**config.mk**
```make
export PLATFORM = sky130hd
export DESIGN_NAME = sr_pwm_timer
export DESIGN_NICKNAME = d
export VERILOG_FILES = /design/src/rtl/srpwm_pkg.sv /design/src/rtl/srpwm_counter.sv /design/src/rtl/srpwm_cmp_bank.sv /design/src/rtl/srpwm_chan.sv /design/src/rtl/sr_pwm_timer.sv
export SDC_FILE = /design/constraint.sdc
export NUM_CORES = 1
export LEC_CHECK = 0
export CAP_MARGIN = 20
export CELL_PAD_IN_SITES_DETAIL_PLACEMENT = 0
export CELL_PAD_IN_SITES_GLOBAL_PLACEMENT = 2
export CORE_MARGIN = 2
export CORE_UTILIZATION = 39
export DETAILED_ROUTE_END_ITERATION = 10
export DONT_BUFFER_PORTS = 1
export GPL_TIMING_DRIVEN = 0
export PLACE_DENSITY = 0.8
export SYNTH_ARGS = -nofsm -noshare
export SYNTH_HDL_FRONTEND = slang
export SYNTH_HIERARCHICAL = 1
export SYNTH_SLANG_ARGS = --single-unit
```
**constraint.sdc**
```tcl
create_clock -name clk -period 2.35 [get_ports clk]
set_input_delay 0.1175 -clock clk [delete_from_list [all_inputs] [get_ports clk]]
set_output_delay 0.1175 -clock clk [all_outputs]
set_load 0.02 [all_outputs]
```
**src/rtl/srpwm_pkg.sv**
```systemverilog
package srpwm_pkg;

   localparam int NCMP = 4;

   typedef enum logic [1:0] {
      CMP_A_OFF = 2'd0,
      CMP_A_ON  = 2'd1,
      CMP_B_OFF = 2'd2,
      CMP_B_ON  = 2'd3
   } cmp_sel_e;

endpackage

```
**src/rtl/srpwm_counter.sv**
```systemverilog
module srpwm_counter #(
   parameter int CW = 16
) (
   input  logic          clk,
   input  logic          rst_n,
   input  logic          tick,
   input  logic          per_hit,
   input  logic          cnt_wr,
   input  logic [CW-1:0] cnt_wdata,
   input  logic          start_wr,
   input  logic          start_val,
   input  logic          stop_at_period,
   output logic          cnt_ev,
   output logic [CW-1:0] cnt_q,
   output logic          run_q,
   output logic          ovf_q
);

   localparam logic [CW-1:0] ALL_ONES = '1;

   assign cnt_ev = tick & run_q & ~cnt_wr;

   always_ff @(posedge clk or negedge rst_n) begin
      if (!rst_n) begin
         cnt_q <= '0;
         run_q <= 1'b0;
         ovf_q <= 1'b0;
      end else begin
         ovf_q <= 1'b0;
         if (cnt_wr) begin
            cnt_q <= cnt_wdata;
         end else if (cnt_ev) begin
            if (per_hit) begin
               cnt_q <= '0;
            end else begin
               cnt_q <= cnt_q + 1'b1;
               if (cnt_q == ALL_ONES) ovf_q <= 1'b1;
            end
         end
         if (start_wr)
            run_q <= start_val;
         else if (cnt_ev && per_hit && stop_at_period)
            run_q <= 1'b0;
      end
   end

endmodule

```
**src/rtl/srpwm_cmp_bank.sv**
```systemverilog
module srpwm_cmp_bank #(
   parameter int CW   = 16,
   parameter int NREG = 4
) (
   input  logic                      clk,
   input  logic                      rst_n,
   input  logic                      we,
   input  logic [$clog2(NREG)-1:0]   idx,
   input  logic [CW-1:0]             wdata,
   input  logic                      buf_en,
   input  logic [CW-1:0]             cnt,
   input  logic                      cnt_ev,
   output logic [NREG-1:0][CW-1:0]   live,
   output logic [NREG-1:0]           hit_ev,
   output logic [NREG-1:0]           match_q
);

   localparam int IW = $clog2(NREG);

   logic [NREG-1:0][CW-1:0] shadow;
   logic                    reload;

   assign reload = buf_en & hit_ev[0];

   for (genvar i = 0; i < NREG; i++) begin : g_reg
      logic sel;
      assign sel       = we && (idx == IW'(i));
      assign hit_ev[i] = cnt_ev && (cnt == live[i]);

      always_ff @(posedge clk or negedge rst_n) begin
         if (!rst_n) begin
            shadow[i] <= '0;
            live[i]   <= '0;
         end else begin
            if (sel) shadow[i] <= wdata;
            if (reload)
               live[i] <= shadow[i];
            else if (sel && !buf_en)
               live[i] <= wdata;
         end
      end
   end

   always_ff @(posedge clk or negedge rst_n) begin
      if (!rst_n) match_q <= '0;
      else        match_q <= hit_ev;
   end

endmodule

```
**src/rtl/srpwm_chan.sv**
```systemverilog
module srpwm_chan #(
   parameter bit COMB_CUT = 1'b1
) (
   input  logic clk,
   input  logic rst_n,
   input  logic on_ev,
   input  logic off_ev,
   input  logic act_hi,
   input  logic cut,
   output logic pin
);

   logic lvl_q;

   always_ff @(posedge clk or negedge rst_n) begin
      if (!rst_n)      lvl_q <= 1'b0;
      else if (off_ev) lvl_q <= 1'b0;
      else if (on_ev)  lvl_q <= 1'b1;
   end

   if (COMB_CUT) begin : g_comb
      assign pin = cut ? ~act_hi : ~(lvl_q ^ act_hi);
   end else begin : g_reg
      logic pin_q;
      always_ff @(posedge clk or negedge rst_n) begin
         if (!rst_n) pin_q <= 1'b0;
         else        pin_q <= cut ? ~act_hi : ~(lvl_q ^ act_hi);
      end
      assign pin = pin_q;
   end

endmodule

```
**src/rtl/sr_pwm_timer.sv**
```systemverilog
module sr_pwm_timer
   import srpwm_pkg::*;
#(
   parameter int CW          = 16,
   parameter bit CUTOFF_COMB = 1'b1
) (
   input  logic          clk,
   input  logic          rst_n,
   input  logic          tick,
   input  logic          start_wr,
   input  logic          start_val,
   input  logic          stop_at_period,
   input  logic          buf_en,
   input  logic          cmp_we,
   input  logic [1:0]    cmp_idx,
   input  logic [CW-1:0] cmp_wdata,
   input  logic          cnt_wr,
   input  logic [CW-1:0] cnt_wdata,
   input  logic [1:0]    act_hi,
   input  logic          cutoff_in,
   input  logic          cutoff_clr,
   output logic [CW-1:0] cnt_rd,
   output logic          running,
   output logic          pwm_a,
   output logic          pwm_b,
   output logic [3:0]    match_pulse,
   output logic          ovf_pulse,
   output logic          cutoff_flag
);

   localparam int NCH = NCMP / 2;

   if (CW < 4 || CW > 32) begin : g_bad_cw
      $error("sr_pwm_timer: CW must lie in 4..32");
   end
   if (NCMP != 4) begin : g_bad_ncmp
      $error("sr_pwm_timer: four compare registers expected");
   end

   logic                    cnt_ev;
   logic [NCMP-1:0][CW-1:0] act_vals;
   logic [NCMP-1:0]         hit_ev;
   logic [CW-1:0]           per_val;
   logic                    cut_q;
   logic                    cut_any;
   logic [NCH-1:0]          pins;

   assign per_val = act_vals[CMP_A_OFF];

   srpwm_counter #(.CW(CW)) u_cnt (
      .clk            (clk),
      .rst_n          (rst_n),
      .tick           (tick),
      .per_hit        (hit_ev[CMP_A_OFF]),
      .cnt_wr         (cnt_wr),
      .cnt_wdata      (cnt_wdata),
      .start_wr       (start_wr),
      .start_val      (start_val),
      .stop_at_period (stop_at_period),
      .cnt_ev         (cnt_ev),
      .cnt_q          (cnt_rd),
      .run_q          (running),
      .ovf_q          (ovf_pulse)
   );

   srpwm_cmp_bank #(.CW(CW), .NREG(NCMP)) u_cmp (
      .clk     (clk),
      .rst_n   (rst_n),
      .we      (cmp_we),
      .idx     (cmp_idx),
      .wdata   (cmp_wdata),
      .buf_en  (buf_en),
      .cnt     (cnt_rd),
      .cnt_ev  (cnt_ev),
      .live    (act_vals),
      .hit_ev  (hit_ev),
      .match_q (match_pulse)
   );

   always_ff @(posedge clk or negedge rst_n) begin
      if (!rst_n)          cut_q <= 1'b0;
      else if (cutoff_in)  cut_q <= 1'b1;
      else if (cutoff_clr) cut_q <= 1'b0;
   end

   assign cut_any     = cutoff_in | cut_q;
   assign cutoff_flag = cut_q;

   for (genvar c = 0; c < NCH; c++) begin : g_ch
      srpwm_chan #(.COMB_CUT(CUTOFF_COMB)) u_ch (
         .clk    (clk),
         .rst_n  (rst_n),
         .on_ev  (hit_ev[2*c+1]),
         .off_ev (hit_ev[2*c]),
         .act_hi (act_hi[c]),
         .cut    (cut_any),
         .pin    (pins[c])
      );
   end

   assign pwm_a = pins[0];
   assign pwm_b = pins[1];

endmodule

```
---- Word-level counts from Yosys, hierarchy flattened ----
Cells that the tools add are included.
word-level totals
  bits in registers ....................... 153
  latch bits .............................. 0
  memory bits (writable) .................. 0
  bits in read-only memories .............. 0
  input bits .............................. 47
  output and inout port bits .............. 25
  logic and storage cells ................. 85
  memories kept ........................... 0
operators by class
  add/sub/neg operators ................... 1
  multipliers ............................. 0
  div/mod/pow operators ................... 0
  order comparisons ....................... 0
  equal/unequal tests ..................... 8
  shift-type cells ........................ 0
  muxes and demuxes ....................... 25
  bitwise operators ....................... 11
  reduce and logical (&&, ||, !) cells .... 25
operator list
  cell                   count
  $mux 16                11
  $eq 16x16->1           4
  $reduce_bool 2->1      9
  $add 16x1->16 const B  1
  $eq 16x16->1 const B   1
  $logic_and 1x1->1      14
  $mux 1                 14
  $not 1->1              5
  $eq 2x2->1 const B     2
  $and 1x1->1            3
  $eq 2x1->1 const B     1
  $logic_not 2->1        1
  $xor 1x1->1            2
  $logic_not 1->1        1
  $or 1x1->1             1

---- Depth between registers and ports, before layout ----
Gate-level depths: netlist (run 1).
  depth after elaboration ................. 7
  gate-level depth with buffers ........... 11
  depth with buffers taken out ............ 9

---- Modules after synthesis ----
Netlist (run 1), hierarchy kept.
by module, submodules not included
  module          times used  cells an instance  area an instance (um2)  seq. area each (um2)
  srpwm_cmp_bank  1           458                6,062.1                 3,303.2
  srpwm_counter   1           130                1,232.4                 450.4
  srpwm_chan      2           5                  55.1                    25.0
  sr_pwm_timer    1           4                  43.8                    25.0

---- Worst setup path before layout (run 1) ----
Ideal clock, no wire load.
  path kind ............................... register to register
  start ................................... register u_cnt.run_q
  end ..................................... register u_cmp/live[13] (netlist name)
  setup time .............................. 0.126 ns
  data arrival time ....................... 2.501 ns
  slack ................................... -0.277 ns
  stages on the path, launching flop included .. 10
  path buffers ............................ 3
  period minus slack after synthesis ...... 2.627 ns
  cells stage by stage .................... dfrtp_1 -> nand2_4 -> clkbuf_1 -> buf_6 -> nor2_1 -> o2111ai_1 -> nor4_4 -> a41oi_2 -> buf_2 -> a221o_1
between the ends
  longest elaborated chain between the ends .. 5
ends and longest elaborated chain
  what                                                 RTL line              RTL
  from (decl)                                          srpwm_counter.sv:15   output logic run_q,
  from (signal assigned)                               srpwm_counter.sv:41   run_q <= start_val;
  $and 1x1->1 * (2 in series)                          srpwm_counter.sv:21   assign cnt_ev = tick & run_q & ~cnt_wr;
  via cnt_ev                                           sr_pwm_timer.sv:40    logic cnt_ev;
  $logic_and 1x1->1 *                                  srpwm_cmp_bank.sv:28  assign hit_ev[i] = cnt_ev && (cnt == live[i]);
  $and 1x1->1 *                                        srpwm_cmp_bank.sv:23  assign reload = buf_en & hit_ev[0];
  $mux 16 / $reduce_bool 2->1 (equally long branches)  --
  to (signal, indexed assignment)                      srpwm_cmp_bank.sv:37  live[i] <= shadow[i];
  to (signal, indexed assignment)                      srpwm_cmp_bank.sv:39  live[i] <= wdata;
  to (decl)                                            srpwm_cmp_bank.sv:13  output logic [NREG-1:0][CW-1:0] live,
The timed path passes the listed nets; every way through them passes the cells marked *.
A chain may end at the register's enable or synchronous reset.

---- Worst setup path after layout (run 1) ----
  start ................................... register u_cnt.cnt_q[6]
  end ..................................... register u_cmp/live[60] (netlist name)
between the ends
  longest elaborated chain between the ends .. 4
ends and longest elaborated chain
  what                                                 RTL line              RTL
  from (decl)                                          srpwm_counter.sv:14   output logic [CW-1:0] cnt_q,
  from (signal assigned)                               srpwm_counter.sv:31   cnt_q <= cnt_wdata;
  from (signal assigned)                               srpwm_counter.sv:36   cnt_q <= cnt_q + 1'b1;
  $eq 16x16->1 *                                       srpwm_cmp_bank.sv:28
  $logic_and 1x1->1 *                                  srpwm_cmp_bank.sv:28
  $and 1x1->1 *                                        srpwm_cmp_bank.sv:23
  $mux 16 / $reduce_bool 2->1 (equally long branches)  --
Every way passes the cells marked *; elsewhere a longest branch is shown, timed or not.

==> results of run 1 <==
==> path summary, 6_finish.rpt <==
path                                     to  slack (ns)  depth (start not counted)
max in group asynchronous  u_cmp/shadow[57]        2.73                          0
min in group clk                u_cnt/run_q        0.01                          3
setup reg to reg             u_cmp/live[60]       -0.03                          8
setup / recovery             u_cmp/live[60]       -0.03                          8
hold / removal               u_cnt/cnt_q[3]       -0.61                          0
hold reg to reg              u_cmp/live[46]        0.49                          1
==> stage by stage <==
| step | util | instance area (um2) | setup WS (ns) |
|---|---|---|---|
| 2_1_floorplan | - | 7460 | 0.0201 |
| 3_3_place_gp | 0.414 | 7750 | -0.757 |
| 3_5_place_dp | 0.414 | 7750 | -0.765 |
| 4_1_cts | 0.485 | 9070 | -0.0119 |
| 5_1_grt | 0.493 | 9220 | -0.0750 |
| 6_report | 0.493 | 9220 | -0.0271 |
==> synthesized netlist by cell type, types with 2 or more instances <==
master / instances
a211o_1: 2
a21oi_1: 14
or3_1: 2
nand3b_1: 3
nand4_1: 10
buf_2: 12
nor2b_4: 2
nor2_1: 10
o221ai_1: 3
inv_1: 7
a21o_1: 2
o21ai_1: 4
dfrtp_1: 153
clkbuf_1: 14
nand2_1: 22
and2_1: 64
a22o_1: 5
nor2b_1: 6
nand2b_1: 5
xnor2_1: 51
nor4_1: 11
a41oi_2: 4
clkbuf_8: 2
o2111ai_1: 2
nand3_1: 7
a221o_1: 64
nand4_4: 2
nor3_1: 5
o21ai_0: 2
mux2_2: 64
nor4_2: 3
xor2_1: 17
buf_6: 3
==> power by group <==
group	total (W)	switching, W	internal (W)
clock network	0.00275	0.00111	0.00164
registers	0.00355	0.000459	0.00309
logic	0.00123	0.000524	0.000710
total	0.00753	0.00209	0.00544
==> layout make-up <==
class | instances | area share
Antenna cell | 1 | 0.000272
Buffer | 32 | 0.0360
Clock buffer | 20 | 0.0506
Clock inverter | 11 | 0.0132
Inverter | 8 | 0.00326
Multi-Input combinational cell | 408 | 0.384
Sequential cell | 153 | 0.418
Tap cell | 234 | 0.0318
Timing Repair Buffer | 59 | 0.0626
==> cells by family after synthesis <==
family                     count (synthesis)
adders and majority gates                  1
AOI/OAI and AO/OA                        109
muxes                                     64
buffers and inverters                     41
xor gates and xnor gates                  68
and+or+nand+nor                          166
DFF                                      153
==> timing repair <==
item | in CTS | in global routing
hold endpoints to repair | 299 | 153
setup buffers | 14 | 2
gates resized for setup | 65 | 34
pin swaps | 11 | 7
endpoints found under the setup margin | 87 | 78
cloned | 4 | 1
==> state kept, by name, summed over array words and instances (netlist names) <==
name	cells
u_cnt/run_q	1
cutoff_flag	1
u_cmp/shadow	64
u_cnt/ovf_q	1
u_cmp/match_q	4
u_cnt/cnt_q	16
u_cmp/live	64
g_ch.u_ch/lvl_q	2
==> worst register-to-register path: cells and delay by family (launching register included) <==
| kind | cells | cell delay (ns) |
|---|---|---|
| compound gates | 2 | 0.49 |
| xor+xnor | 1 | 0.13 |
| buf+inv | 3 | 0.60 |
| simple gates | 2 | 0.53 |
| flops | 1 | 0.51 |
==> per-layer routing <==
metal	up-vias	global-route usage	part of all wire
li1	2395	-	-
met1	2782	0.280	0.44
met2	179	0.348	0.48
met3	27	0.0659	0.066
met4	4	0.0600	0.016
met5	-	0	0.0013
==> results.md, run 1 <==
* Die H at 142 um
* Starting Density at 0.398
* DR vias at 5387
* Total gr overflow at 0
* Clk sinks at 153
* Post-synthesis cell type count at 58
* Drt via density at 5.82
* Final #Nets at 727
* Largest net degree at the start of global routing at between 150 and 200
* Fill count at 1660
* Fin crit period at 2.38 ns
* Top Ports at 72
* Max incr delay on CP at 0.51 ns
* Vias in the first global route at ~5500
* Synth top area share at 0.514
* Synth Area in Simple Gates at 0.143
* Fraction of registers with async set/reset at 1.00
* Synth Instances at around 600
* Post-synthesis sequential area ratio at 0.514
* DRT iter0 DRCs at 265
* Cell with the most instances on the worst path: buf_6
* Complex-gate fraction of the synthesized area at 0.134
* Clock buffer depth at 2
* Status: finished with violations
* Leading cell type in the layout, fill and taps excluded: dfrtp_1
* Peak supply drop at 0.563 mV
* CORE AREA at 18700 um2
* Reg2reg start: u_cnt/cnt_q[6]
* Fraction of synthesized area in multiplexers at 0.0968
* Largest family of logic cells by synthesized area: simple AND/OR/NAND/NOR gates
* Total CTS buffers at 17
* RePlAce Congestion at roughly 0.84
* FF/Latch Area at 3850 um2
* Crit. Startpoint: u_cnt/cnt_q[6]
* Cell Count, Final, Fillers Out at 926
* CP required at between 2 and 3 ns
* Power Dens Cells at 817 nW/um2
* Hold Worst Slack at -0.605 ns
* # rows at 50
* Post-synth net total at 650
* EDFF count, synth at 0
* CTS root buffer: clkbuf_16
* Post-synthesis xor/xnor area fraction at 0.0800
* Synthesis-stage register bit count at 153
* Placed cells at 836
* Kind of critical path: reg2reg
* Pwr Total at 0.00753 W
* Setup violations, final at 16
* Warnings, synthesis at 6
* Area grow syn2layout at 23.7%
* Mean post-synth cell area at 12.4 um2
* Max Cap Violations at 0
* Tightest Pin Transition at 0.770 ns
* Slew headroom at 0.487
* Worst Setup Start Kind: flop
* CTS tree: built
* Synth Cell Area at approximately 7400 um2
* Predominant post-synthesis flop cell: dfrtp_1
* CP cell instances: buf_8, xnor2_4, nand4_1, nor4_4, buf_6, a41oi_4, buf_6, a221o_1
* Drt total wl at between 20 and 25 mm
* Global-route wire length before repair at 32.5 mm
* Die width at 142 um
* Leading area contributor after synthesis: dfrtp_1
* Failing checks: hold timing, setup timing
* Wire per inst at 23.1 um
* Slew Viols, Final at 0
* Leakage power at 3.77 nW
* Final ANT Viol Nets at 0
* Slowest stage cell, crit path: dfrtp_2
* Die area at 20200 um2
* Worst Skew at between 0.006 and 0.007 ns
* Area of the multi-input gates at 3540 um2
* Worst-path clk slew at 0.06 ns
* Later-pin clock latency in the skew report at about 0.42 ns
* Synth Area in Adders at 0.00168
* RSZ-0062 raised after global routing: true
* Critical path data arrival time at 2.68 ns
* CP Max Fanout at 6
* Highest-count cells in the layout ignoring fill and taps: 137 x dfrtp_1, 64 x mux2_2, 64 x and2_1, 64 x a221o_1, 49 x xnor2_1
* Synth top area cells: dfrtp_1 51%, mux2_2 9.7%, a221o_1 8.6%
* CP Buf/Inv Count at 3
* Share of cells above drive strength 1 at 0.272
* Initial antenna violation count at 3
* Hold_buf cts at 38
* H-tree depth at 4
* Fin crit share at 1.01
* Slack of the critical path at -0.0271 ns
* DP HPWL at 13.8 mm
* Fmax at approximately 420 MHz
* Worst setup EP type: flop
* Gr usage total at 0.215
* Drt first pass iters at 5
* Post-route DRC at 0
* Fin Setup TNS at -0.138 ns
* Hold WC Path Type: in2async
* Port Buffers at 0
* Crit-path leading delay family: buffers and inverters
* Final Hold Vio Count at 153
Note: power is estimated with default switching activity, not from simulation.
==> run 2: changes to the inputs <==
PLACE_DENSITY = 0.87   (was 0.8)
==> run 2 against run 1 <==
Net effect:
- the flow finishes with violations (hold timing)
- register-to-register slack improved by 0.03 ns
- cell count increased by 0.11%
- die area unchanged
- sequential power barely moved
- highest routed layer is now met4
- largest cell class unchanged
- largest power group unchanged
- worst hold slack lost 0.0078 ns
- clock skew grew 0.0054 ns
- setup slack gained 0.033 ns
- global-route usage rose by 0.13 points
- critical path depth increased by 1
- routed wire length is 0.38% lower
- critical endpoint is now u_cmp/live[49]
==> results.md, run 2 (same netlist as run 1, synthesis figures left out) <==
* Critical path data arrival time at 2.65 ns (was 2.68 ns)
* Fill count at 1667 (was 1660)
* Area of the multi-input gates at 3530 um2 (was 3540 um2)
* Max Cap Violations at 0 (unchanged)
* Die area at 20200 um2 (unchanged)
* Post-route DRC at 0 (unchanged)
* Cell with the most instances on the worst path: buf_4 (was buf_6)
* CTS tree: built (unchanged)
* Vias in the first global route at 5576 (was 5486)
* Status: finished with violations (unchanged)
* Failing checks: hold timing (was hold timing, setup timing)
* Final Hold Vio Count at 153 (unchanged)
* Largest registers: u_cmp/live: 64 flops, u_cmp/shadow: 64 flops, u_cnt/cnt_q: 16 flops (unchanged)
* Fmax at 427 MHz (was 421 MHz)
* Met1 Usage GRT at 0.287 (was 0.280)
* Top Ports at 72 (unchanged)
* Cell area after layout at 9210 um2 (was 9220 um2)
* Hold WC Path Type: in2async (unchanged)
* CP Max Fanout at 6 (unchanged)
* CP Buf/Inv Count at 4 (was 3)
* H-tree depth at 4 (unchanged)
* Max incr delay on CP at 0.51 ns (about the same)
* Slowest stage cell, crit path: dfrtp_2 (unchanged)
* Total CTS buffers at 17 (unchanged)
* Met2 Usage GRT at 0.347 (was 0.348)
* Clk sinks at 153 (unchanged)
* Pwr Total at 0.00769 W (was 0.00753 W)
* Setup violations, final at 0 (was 16)
* Drt first pass iters at 4 (was 5)
* Starting Density at 0.398 (unchanged)
* Peak supply drop at 0.546 mV (was 0.563 mV)
* FF/Latch Area at 3860 um2 (was 3850 um2)
* DR vias at 5450 (was 5387)
* Highest-count cells in the layout ignoring fill and taps: 136 x dfrtp_1, 64 x mux2_2, 64 x and2_1, 64 x a221o_1, 48 x xnor2_1 (was 137 x dfrtp_1, 64 x mux2_2, 64 x and2_1, 64 x a221o_1, 49 x xnor2_1)
* Dpl cell area at 7750 um2 (unchanged)
* # rows at 50 (unchanged)
* Drt via density at 5.88 (was 5.82)
* Global-route wire length before repair at 32.6 mm (was 32.5 mm)
* DRT iter0 DRCs at 338 (was 265)
* Area grow syn2layout at 23.7% (about the same)
* Kind of critical path: reg2reg (unchanged)
* RSZ-0062 raised after global routing: true (unchanged)
* Final #Nets at 730 (was 727)
* Hold Worst Slack at -0.613 ns (was -0.605 ns)
* Slew Viols, Final at 0 (unchanged)
* Share of cells above drive strength 1 at 0.268 (was 0.272)
* DP HPWL at 13.7 mm (was 13.8 mm)
* CP cell instances: buf_8, xnor2_2, nand4_1, buf_4, nor4_4, buf_6, a41oi_4, buf_4, a221o_1 (was buf_8, xnor2_4, nand4_1, nor4_4, buf_6, a41oi_4, buf_6, a221o_1)
* Leakage power at 3.76 nW (was 3.77 nW)
* Later-pin clock latency in the skew report at 0.43 ns (was 0.42 ns)
* Met3 Usage GRT at 0.0555 (was 0.0659)
* CORE AREA at 18700 um2 (unchanged)
* Port Buffers at 0 (unchanged)
* Die width at 142 um (unchanged)
* Crit-path leading delay family: buffers and inverters (unchanged)
* Wire per inst at 23.0 um (was 23.1 um)
* Fin crit period at 2.34 ns (was 2.38 ns)
* Largest net degree at the start of global routing at 154 (unchanged)
* Worst-path clk slew at 0.06 ns (about the same)
* Initial antenna violation count at 1 (was 3)
* Gr usage total at 0.216 (was 0.215)
* Gr busiest metal: met2 (unchanged)
* Fin crit share at 0.998 (was 1.01)
* Drt total wl at 21.3 mm (was 21.4 mm)
* Total gr overflow at 0 (unchanged)
* Final ANT Viol Nets at 0 (unchanged)
* Die H at 142 um (unchanged)
* Slew headroom at 0.381 (was 0.487)
* CP required at 2.65 ns (about the same)
* Power Dens Cells at 835 nW/um2 (was 817 nW/um2)
* Worst Skew at 0.0114 ns (was 0.00607 ns)
* Crit. Startpoint: u_cnt/cnt_q[6] (unchanged)
* Leading cell type in the layout, fill and taps excluded: dfrtp_1 (unchanged)
* Antenna cells at 0 (was 1)
* RePlAce Congestion at 0.884 (was 0.840)
* CTS root buffer: clkbuf_16 (unchanged)
* Clock buffer depth at 2 (unchanged)
* Reg2reg start: u_cnt/cnt_q[6] (unchanged)
* Worst Setup Start Kind: flop (unchanged)
* Worst setup EP type: flop (unchanged)
* Tightest Pin Transition at 0.920 ns (was 0.770 ns)
run 2: cell count changes in the layout (fill, tap and decap cells not counted), sizes merged:
cell,delta
clkinv,-5
buf,+2
bufinv,+2
clkinvlp,+1
diode,-1
dlygate4sd3,+1
inv,+1
run 2: repair_timing:
action,4_1_cts,5_1_grt
pin swaps,9,6
hold buffers,37,2
gates resized for setup,51,35
buffers inserted,14,5
gates cloned,4,1
endpoints found under the setup margin,87,82
endpoints found under the hold margin,299,156
run 2: area by class of cell:
type,instances,area share
clock buffers,20,0.0485
inverters,8,0.00326
repair buffers,63,0.0653
flip-flops and latches,153,0.419
well taps,234,0.0318
plain buffers,31,0.0307
multi-input cells,408,0.383
clock inverters,10,0.0183
run 2: worst paths after layout:
kind,endpoint,slack [ns],depth (start not counted)
max,u_cmp/live[49],0.006,9
min,u_cmp/match_q[1],-0.61,0
max reg2reg,u_cmp/live[49],0.006,9
min reg2reg,u_cmp/live[45],0.50,1
max in group asynchronous,u_cmp/shadow[13],2.73,0
min in group clk,u_cnt/run_q,0.03,3
run 2: stage by stage:
step	utilization	setup TNS [ns]	hold slack, ns	worst slack (ns)	std cells
final	0.492	0	-0.613	0.00567	927
after global placement	0.414	-53.19	-0.172	-0.719	836
after global routing	0.492	-4.60	-0.639	-0.103	927
after CTS	0.482	-0.0408	-0.630	-0.00904	920
after detailed placement	0.414	-51.91	-0.172	-0.698	836
after floorplan	-	0	-0.178	0.0201	602
run 2: power breakdown:
| part | total [W] | internal, W | switching (W) |
|---|---|---|---|
| Sequential | 0.00356 | 0.00309 | 0.000466 |
| Clock | 0.00289 | 0.00180 | 0.00109 |
| Combinational | 0.00125 | 0.000718 | 0.000528 |
| Total | 0.00769 | 0.00561 | 0.00208 |
run 2: per-layer routing:
| metal | vias up | part of all wire |
|---|---|---|
| met1 | 2820 | 0.44 |
| met3 | 27 | 0.066 |
| li1 | 2398 | - |
| met2 | 205 | 0.48 |
| met4 | 0 | 0.021 |
| met5 | - | 0 |
==> run 3: changes to the inputs <==
==> constraint.sdc (replaced) <==
create_clock -name clk -period 2.35 [get_ports clk]
set_input_delay 0.47 -clock clk [delete_from_list [all_inputs] [get_ports clk]]
set_output_delay 0.47 -clock clk [all_outputs]
set_load 0.02 [all_outputs]
==> run 3 against run 2 <==
Net effect:
- the run still ends with hold timing left
- register-to-register slack about the same
- largest cell class unchanged
- total power down 1.4%
- combinational power shrank 8%
- maximum frequency hardly changed
- critical path depth stayed put
- clock skew barely moved
- largest power group unchanged
- critical path type unchanged
==> results.md, run 3 (same netlist as run 1, synthesis figures left out) <==
* Power Dens Cells at 860 nW/um2 (was 835 nW/um2)
* Port Buffers at 0 (unchanged)
* CP Max Fanout at 6 (unchanged)
* Comb pwr share at 0.152 (was 0.162)
* Total CTS buffers at 17 (unchanged)
* Post-route DRC at 0 (unchanged)
* Total gr overflow at 0 (unchanged)
* Net Sw Frac at 0.266 (was 0.271)
* Antenna cells at 0 (unchanged)
* Slew Viols, Final at 0 (unchanged)
* Fin crit period at 2.34 ns (about the same)
* Kind of critical path: reg2reg (unchanged)
* Setup violations, final at 0 (unchanged)
* Largest registers: u_cmp/live: 64 flops, u_cmp/shadow: 64 flops, u_cnt/cnt_q: 16 flops (unchanged)
* RSZ-0062 raised after global routing: true (unchanged)
* CTS root buffer: clkbuf_16 (unchanged)
* Drt total wl at 20.7 mm (was 21.3 mm)
* Worst Setup Start Kind: flop (unchanged)
* DP HPWL at 13.7 mm (unchanged)
* Sw Pwr at 0.00202 W (was 0.00208 W)
* Met3 routed WL at 1.46 mm (was 1.40 mm)
* Die area at 20200 um2 (unchanged)
* Reg2reg path depth at 9 (unchanged)
* Slowest stage cell, crit path: dfrtp_2 (unchanged)
* DR vias at 5257 (was 5450)
* Area grow syn2layout at 18.4% (was 23.7%)
* Drt via density at 5.92 (was 5.88)
* Met1 WL at 9.06 mm (was 9.32 mm)
* Drt first pass iters at 4 (unchanged)
* RePlAce Congestion at 0.884 (unchanged)
* Reg2reg start: u_cnt/cnt_q[6] (unchanged)
* DP Worst Slack at -0.698 ns (unchanged)
* Initial antenna violation count at 1 (unchanged)
* CTS tree: built (unchanged)
* Max Cap Violations at 0 (unchanged)
* Slew headroom at 0.417 (was 0.381)
* Cell with the most instances on the worst path: buf_4 (unchanged)
* Status: finished with violations (unchanged)
* # rows at 50 (unchanged)
* DRT iter0 DRCs at 316 (was 338)
* Met2 WL at 9.76 mm (was 10.1 mm)
* Clk sinks at 153 (unchanged)
* Util after Layout at 0.471 (was 0.492)
* Die H at 142 um (unchanged)
* Die width at 142 um (unchanged)
* Highest-count cells in the layout ignoring fill and taps: 136 x dfrtp_1, 64 x mux2_2, 64 x and2_1, 64 x a221o_1, 48 x xnor2_1 (unchanged)
* Worst-path clk slew at 0.06 ns (about the same)
* Internal power at 0.00556 W (was 0.00561 W)
* Critical path data arrival time at 2.64 ns (was 2.65 ns)
* Global-route wire length before repair at 31.8 mm (was 32.6 mm)
* Hold Worst Slack at -0.259 ns (was -0.613 ns)
* Share of cells above drive strength 1 at 0.283 (was 0.268)
* H-tree depth at 4 (unchanged)
* Wire per inst at 23.3 um (was 23.0 um)
* Hold WC Path Type: in2async (unchanged)
* Vias in the first global route at 5381 (was 5576)
* Fin crit share at 0.997 (was 0.998)
* Clock power share at 0.379 (was 0.376)
* Worst Skew at 0.0116 ns (was 0.0114 ns)
* CORE AREA at 18700 um2 (unchanged)
* Later-pin clock latency in the skew report at 0.43 ns (about the same)
* Crit Reg-Reg Endpoint: u_cmp/live[49] (unchanged)
* Clock buffer depth at 2 (unchanged)
* CP cell instances: buf_8, xnor2_2, nand4_1, buf_4, nor4_4, buf_6, a41oi_4, buf_4, a221o_1 (unchanged)
* Fmax at 427 MHz (about the same)
* Worst setup EP type: flop (unchanged)
* Leading cell type in the layout, fill and taps excluded: dfrtp_1 (unchanged)
* Failing checks: hold timing (unchanged)
* Final ANT Viol Nets at 0 (unchanged)
* Final #Nets at 691 (was 730)
* Final Hold Vio Count at 153 (unchanged)
* Max incr delay on CP at 0.51 ns (about the same)
* Slack of the critical path at 0.00703 ns (was 0.00567 ns)
* Tightest Pin Transition at 0.866 ns (was 0.920 ns)
* Pwr Total at 0.00758 W (was 0.00769 W)
* CP required at 2.65 ns (about the same)
* Uppermost layer routed: met4 (unchanged)
* Leakage power at 3.60 nW (was 3.76 nW)
* R2R Setup Slk at 0.007 ns (was 0.006 ns)
* Cell Count, Final, Fillers Out at 888 (was 927)
* Largest net degree at the start of global routing at 154 (unchanged)
* Placed cells at 836 (unchanged)
* Sequential cell fraction of total power at 0.469 (was 0.462)
* Peak supply drop at 0.545 mV (was 0.546 mV)
* Top Ports at 72 (unchanged)
* Gr usage total at 0.211 (was 0.216)
* Starting Density at 0.398 (unchanged)
-- run 3: repair_timing --
| action | in CTS | in global routing |
|---|---|---|
| endpoints found under the hold margin | 153 | 153 |
| gates cloned | 4 | 1 |
| setup endpoints to repair | 87 | 82 |
| setup buffers | 14 | 5 |
| pin swaps | 9 | 6 |
| resized for setup | 51 | 34 |
-- run 3: worst max-delay path, delay by kind of cell, from the launching register on --
kind                   cells  cell delay (ns)
buffers and inverters      4             0.76
AO/OA/AOI/OAI              2             0.52
flip-flops                 1             0.51
AND/OR/NAND/NOR            2             0.28
XOR/XNOR                   1             0.15
-- run 3: how the worst max path moves through the flow --
| stage | from | end | slack (ns) | cells past startpoint |
|---|---|---|---|---|
| finish | u_cnt/cnt_q[6] | u_cmp/live[49] | 0.007 | 9 |
| global route | u_cnt/cnt_q[6] | u_cmp/live[49] | -0.12 | 9 |
| CTS | u_cnt/cnt_q[6] | u_cmp/live[53] | -0.009 | 9 |
| detailed placement | u_cnt/run_q | u_cnt/run_q | -0.70 | 11 |
| global placement | u_cnt/run_q | u_cnt/cnt_q[12] | -0.72 | 10 |
| floorplan | u_cnt/run_q | u_cmp/live[13] | 0.02 | 9 |
-- run 3: power by group through the flow --
stage	sequential [W]	clock (W)	combinational, W
2_1_floorplan	0.00343	0	0.000871
3_3_place_gp	0.00355	0	0.00101
3_5_place_dp	0.00358	0	0.00104
4_1_cts	0.00354	0.00294	0.00110
5_1_grt	0.00361	0.00305	0.00124
6_report	0.00356	0.00288	0.00115
-- run 3: per-stage QoR --
| step | area [um2] | TNS (ns) | hold WS (ns) |
|---|---|---|---|
| finish | 8820 | 0 | -0.259 |
| global route | 8820 | -4.51 | -0.285 |
| detailed placement | 7750 | -51.91 | 0.180 |
| global placement | 7750 | -53.19 | 0.181 |
| CTS | 8650 | -0.0408 | -0.278 |
| floorplan | 7460 | 0 | 0.174 |
-- run 3: area by class of cell --
| class | instances | area (um2) |
|---|---|---|
| clock buffers | 20 | 447 |
| well taps | 234 | 293 |
| repair buffers | 24 | 211 |
| multi-input cells | 408 | 3530 |
| clock inverters | 10 | 169 |
| flip-flops and latches | 153 | 3860 |
| fillers | 1686 | 9890 |
| inverters | 8 | 30.0 |
| plain buffers | 31 | 283 |
-- run 3: metal layers --
layer / up-vias / GRT usage
met5: - / 0
met4: 0 / 0.0695
met3: 21 / 0.0562
met2: 203 / 0.337
met1: 2717 / 0.279
li1: 2316 / -
